==> src/rtl/gpio_mux_port_pkg.sv <==
package gpio_mux_port_pkg;
  localparam int unsigned PORT_W = 8;
  localparam int unsigned ADDR_W = 2;

  typedef enum logic [ADDR_W-1:0] {
    OFS_PA_DATA = 2'd0,
    OFS_PA_DIR  = 2'd1,
    OFS_PB_DATA = 2'd2,
    OFS_UNUSED  = 2'd3
  } port_ofs_e;
endpackage

==> src/rtl/gpio_sync.sv <==
module gpio_sync #(
  parameter int unsigned W      = 8,
  parameter int unsigned STAGES = 2
) (
  input  logic         clk_i,
  input  logic         rst_ni,
  input  logic [W-1:0] d_i,
  output logic [W-1:0] q_o
);
  logic [W-1:0] stage_q [STAGES];

  for (genvar s = 0; s < STAGES; s++) begin : g_stage
    always_ff @(posedge clk_i or negedge rst_ni) begin
      if (!rst_ni) begin
        stage_q[s] <= '0;
      end else if (s == 0) begin
        stage_q[s] <= d_i;
      end else begin
        stage_q[s] <= stage_q[(s == 0) ? 0 : s-1];
      end
    end
  end

  assign q_o = stage_q[STAGES-1];
endmodule

==> src/rtl/gpio_pa_pinmux.sv <==
module gpio_pa_pinmux #(
  parameter int unsigned W         = 8,
  parameter int unsigned MUX_BITS  = 3,
  parameter int unsigned TRIG1_BIT = 3,
  parameter int unsigned TRIG2_BIT = 4
) (
  input  logic [W-1:0]        dir_i,
  input  logic [W-1:0]        lat_i,
  input  logic [W-1:0]        sync_i,
  input  logic                ext_mux_en_i,
  input  logic [MUX_BITS-1:0] mux_addr_i,
  input  logic                trig1_en_i,
  input  logic                trig2_en_i,
  output logic [W-1:0]        oe_o,
  output logic [W-1:0]        out_o,
  output logic [W-1:0]        ie_o,
  output logic [W-1:0]        rd_o
);
  for (genvar i = 0; i < W; i++) begin : g_bit
    logic mux_own, mux_val, trig_own;

    if (i < MUX_BITS) begin : g_mux
      assign mux_own = ext_mux_en_i;
      assign mux_val = mux_addr_i[i];
    end else begin : g_nomux
      assign mux_own = 1'b0;
      assign mux_val = 1'b0;
    end

    if (i == TRIG1_BIT) begin : g_t1
      assign trig_own = trig1_en_i;
    end else if (i == TRIG2_BIT) begin : g_t2
      assign trig_own = trig2_en_i;
    end else begin : g_tn
      assign trig_own = 1'b0;
    end

    // mode ownership overrides direction
    assign oe_o[i]  = mux_own | (dir_i[i] & ~trig_own);
    assign out_o[i] = mux_own ? mux_val : lat_i[i];
    assign ie_o[i]  = ~oe_o[i];
    assign rd_o[i]  = mux_own ? mux_val :
                      (trig_own | ~dir_i[i]) ? sync_i[i] : lat_i[i];
  end
endmodule

==> src/rtl/gpio_mux_port.sv <==
module gpio_mux_port
  import gpio_mux_port_pkg::*;
#(
  parameter int unsigned   MUX_BITS  = 3,
  parameter int unsigned   TRIG1_BIT = 3,
  parameter int unsigned   TRIG2_BIT = 4,
  parameter int unsigned   SYNC_STG  = 2,
  parameter logic [7:0]    DIR_MASK  = 8'h1F
) (
  input  logic                clk_i,
  input  logic                rst_ni,
  input  logic                req_i,
  input  logic                we_i,
  input  logic [ADDR_W-1:0]   addr_i,
  input  logic [PORT_W-1:0]   wdata_i,
  output logic [PORT_W-1:0]   rdata_o,
  input  logic                ext_mux_en_i,
  input  logic [MUX_BITS-1:0] mux_addr_i,
  input  logic                trig1_en_i,
  input  logic                trig2_en_i,
  output logic                trig1_o,
  output logic                trig2_o,
  input  logic [PORT_W-1:0]   pa_in_i,
  output logic [PORT_W-1:0]   pa_out_o,
  output logic [PORT_W-1:0]   pa_oe_o,
  output logic [PORT_W-1:0]   pa_ie_o,
  input  logic [PORT_W-1:0]   pb_in_i
);
  logic [PORT_W-1:0] pa_lat_q, pa_dir_q;
  logic [PORT_W-1:0] pa_sync, pb_sync, pa_rd;
  logic              wr_en, rd_en;
  port_ofs_e         ofs;

  assign ofs   = port_ofs_e'(addr_i);
  assign wr_en = req_i & we_i;
  assign rd_en = req_i & ~we_i;

  always_ff @(posedge clk_i or negedge rst_ni) begin
    if (!rst_ni) begin
      pa_lat_q <= '0;
      pa_dir_q <= '0;
    end else if (wr_en) begin
      case (ofs)
        OFS_PA_DATA: pa_lat_q <= wdata_i;
        OFS_PA_DIR:  pa_dir_q <= wdata_i & DIR_MASK;
        default: ;  // port B and unused offset: ignored
      endcase
    end
  end

  gpio_sync #(.W(PORT_W), .STAGES(SYNC_STG)) u_pa_sync (
    .clk_i(clk_i), .rst_ni(rst_ni), .d_i(pa_in_i), .q_o(pa_sync)
  );

  gpio_sync #(.W(PORT_W), .STAGES(SYNC_STG)) u_pb_sync (
    .clk_i(clk_i), .rst_ni(rst_ni), .d_i(pb_in_i), .q_o(pb_sync)
  );

  gpio_pa_pinmux #(
    .W(PORT_W), .MUX_BITS(MUX_BITS), .TRIG1_BIT(TRIG1_BIT), .TRIG2_BIT(TRIG2_BIT)
  ) u_pinmux (
    .dir_i       (pa_dir_q),
    .lat_i       (pa_lat_q),
    .sync_i      (pa_sync),
    .ext_mux_en_i(ext_mux_en_i),
    .mux_addr_i  (mux_addr_i),
    .trig1_en_i  (trig1_en_i),
    .trig2_en_i  (trig2_en_i),
    .oe_o        (pa_oe_o),
    .out_o       (pa_out_o),
    .ie_o        (pa_ie_o),
    .rd_o        (pa_rd)
  );

  always_ff @(posedge clk_i or negedge rst_ni) begin
    if (!rst_ni) begin
      rdata_o <= '0;
    end else if (rd_en) begin
      case (ofs)
        OFS_PA_DATA: rdata_o <= pa_rd;
        OFS_PA_DIR:  rdata_o <= pa_dir_q;
        OFS_PB_DATA: rdata_o <= pb_sync;
        default:     rdata_o <= '0;
      endcase
    end
  end

  assign trig1_o = trig1_en_i & pa_sync[TRIG1_BIT];
  assign trig2_o = trig2_en_i & pa_sync[TRIG2_BIT];
endmodule

==> config.mk <==
export PLATFORM = sky130hd
export DESIGN_NAME = gpio_mux_port
export DESIGN_NICKNAME = d
export VERILOG_FILES = /design/src/rtl/gpio_mux_port_pkg.sv /design/src/rtl/gpio_sync.sv /design/src/rtl/gpio_pa_pinmux.sv /design/src/rtl/gpio_mux_port.sv
export SDC_FILE = /design/constraint.sdc
export NUM_CORES = 1
export LEC_CHECK = 0
export ABC_CLOCK_PERIOD_IN_PS = 1640
export BUFFER_PORTS_ARGS = -buffer_cell sky130_fd_sc_hd__buf_2
export CAP_MARGIN = 10
export CORE_UTILIZATION = 41
export CTS_CLUSTER_SIZE = 8
export DETAILED_ROUTE_END_ITERATION = 12
export PLACE_DENSITY = 0.67
export SETUP_SLACK_MARGIN = 0.4
export SLEW_MARGIN = 20
export SYNTH_ARGS = -nofsm -noshare
export SYNTH_HDL_FRONTEND = slang
export SYNTH_HIERARCHICAL = 1
export SYNTH_SLANG_ARGS = --single-unit
==> constraint.sdc <==
create_clock -name clk_i -period 1.64 [get_ports clk_i]
set_clock_uncertainty 0.05 [all_clocks]
set_input_delay 0 -clock clk_i [delete_from_list [all_inputs] [get_ports clk_i]]
set_output_delay 0 -clock clk_i [all_outputs]
set_load 0.01 [all_outputs]
==> metrics <==
antenna diode count=0; detailed-placement wirelength estimate=2744 um; Overflow after GRT=0; CP max stage delay=approximately 0.41 ns; CP endpoint kind=register; row cnt=26; max cap viols=0; RSZ-0062 raised after global routing=yes; top-area cell type share of the netlist area=0.6095; final setup TNS=0 ns; Worst EP required=around 1.8 ns; pwr/cell area=997.3 nW/um^2; Total Power=2.831 mW; nets=286; Setup violations, final=0; Ports=70; Pleak=~1.4 nW; most frequent cells in the layout=63 x buf_2, 53 x dfrtp_1, 25 x dlygate4sd3_1; Max IR drop VDD=approximately 0.43 mV; largest delay contributor family on the critical path=flip-flops; Clock Tree Buf Depth=2; core footprint=5107 sq um; Post-Syn Instances=168; register area share after synthesis=0.6095; first-pass GRT wire length=roughly 6300 um; Routed Antenna Nets=0; final core occ=0.5559; Setup WS pre-CTS=0.3223 ns; DRC errors left=0; drt total wl=approximately 4000 um; commonest non-fill, non-tap cell in the layout=buf_2; Synth area leader=dfrtp_1; Worst path slowest cell=dfrtp_1; layout cells sized above 1=0.4440; antenna violations before repair=0; Die Y=around 75 um; largest net degree at the start of global routing=35; Syn. warnings=6; Period minus WS final=around 1.3 ns; post-synthesis average cell area=~13 sq um; TritonCTS clock tree=yes; Initial Utilization=0.4260; initial drt markers=59; root buf cell=clkbuf_8; buffer and inverter count on the worst path=1; Routability Congestion=0.6920; synthesis-to-finish area growth=30.48%; Cell variety after synth=25; clk slew on worst S/H paths=about 0.090 ns; Die X=roughly 75 um; DR WL/cell=roughly 12 um; CTS H-Tree Depth=2; drt first pass iters=4; worst-path fanout max=2; total global-route track usage=0.1562; Final Hold Fails=0; Clk Latency, worst-skew pair=0.30 ns; cell area after synthesis=2176 sq um; CTS Sinks=53; critical path class=reg2reg; status=finished, final reports clean; crit share post-route=0.7857; min-delay worst type=in2reg; CTS buffer count=5; vias in the first global route=between 1k and 1.5k; I/O Buffers=63; die footprint=~5600 sq um; Seq cells post-synth=53; Synth area leaders=dfrtp_1 61%, buf_4 8.6%, mux2_2 8.3%, mux2i_1 3.7%, a21oi_1 2.3%; via count=1,386; crit path launch type=register; Achievable Freq=0.7761 GHz; Arrival @ worst endpoint=approximately 1.5 ns; Via density=4.331; max-slew violations=0; Setup WS post-layout=around 0.35 ns; crit-path cells=nand2b_4 > inv_2 > mux2_4 > mux2i_1 > or2_2 > a21oi_2
==> final timing paths <==
path / cells after the start / end / startpoint / slack (ns)
setup / recovery: 6 / rdata_o[3] / pa_dir_q[3] / 0.35
min in group asynchronous: 2 / u_pa_sync/stage_q[15] / rst_ni / 0.13
max in group asynchronous: 3 / pa_dir_q[2] / rst_ni / 0.88
setup reg to reg: 6 / rdata_o[3] / pa_dir_q[3] / 0.35
hold reg to reg: 0 / u_pb_sync/q_o[2] / u_pb_sync/stage_q[10] / 0.30
hold / removal: 4 / rdata_o[4] / we_i / 0.05
==> Yosys cell counts <==
library cell	count
nand2b_4	2
dfrtp_1	53
nand2_1	4
mux2_1	3
nor2_1	9
mux2_2	16
inv_1	9
and2_1	2
a21oi_1	10
a22o_1	3
buf_6	1
nor3_4	1
and2b_2	1
nand4b_1	1
clkbuf_1	1
inv_2	2
buf_4	25
or2_2	5
nor2b_1	1
mux2_4	2
mux2i_1	8
conb_1	1
o21ai_0	6
nand2b_1	1
buf_2	1
==> metal layers <==
metal,GRT usage,share of wire,up-vias
met1,0.1868,0.43,664
li1,-,-,676
met2,0.2713,0.51,39
met4,0.05031,0.015,0
met3,0.04552,0.048,7
met5,0,0,-
==> cell type report <==
| cell class | count | area, sq um |
|---|---|---|
| well taps | 70 | 87.58 |
| inverters | 11 | 41.29 |
| fillers | 451 | 2268 |
| flip-flops and latches | 53 | 1326 |
| clock buffers | 7 | 86.33 |
| repair buffers | 95 | 630.6 |
| multi-input cells | 84 | 666.9 |
==> flip-flops by register name, indices dropped and copies added, names as in the netlist <==
name,flops
u_pb_sync/stage_q,8
pa_dir_q,5
u_pa_sync/q_o,8
u_pa_sync/stage_q,8
u_pb_sync/q_o,8
pa_lat_q,8
rdata_o,8
==> cells by family after synthesis <==
group	after synthesis	synth area share
and+or+nand+nor	27	0.07649
AOI/OAI and AO/OA	19	0.04888
buffers and inverters	39	0.1144
other	1	0.001723
DFF	53	0.6095
muxes	29	0.1489
==> worst min-delay path, cell delays in order <==
cell	delay [ns]
buf_2	0.10
nor2b_1	0.10
nor2_1	0.13
a21oi_2	0.04
==> per-stage QoR <==
stage / cell area [sq um] / hold slack, ns / cells
CTS: 2831 / 0.03923 / 320
detailed placement: 2436 / -0.06574 / 284
finish: 2839 / 0.05406 / 320
floorplan: 2206 / -0.3456 / 176
global route: 2839 / 0.07481 / 320
global placement: 2436 / -0.07320 / 284
==> power breakdown <==
| part | switching [mW] | total [mW] | internal [mW] |
|---|---|---|---|
| Sequential | 0.0821 | 1.53 | 1.44 |
| Clock | 0.374 | 0.709 | 0.335 |
| Combinational | 0.271 | 0.596 | 0.325 |
| Total | 0.727 | 2.83 | 2.10 |
==> what timing repair did <==
| action | in CTS | in global routing |
|---|---|---|
| pin swaps | 2 | 2 |
| setup endpoints to repair | 5 | 9 |
| gates cloned | 0 | 0 |
| buffers inserted | 4 | 0 |
| resized for setup | 12 | 2 |
| hold buffers | 25 | 0 |
| endpoints found under the hold margin | 82 | 0 |
(Power assumes the default switching activity.)
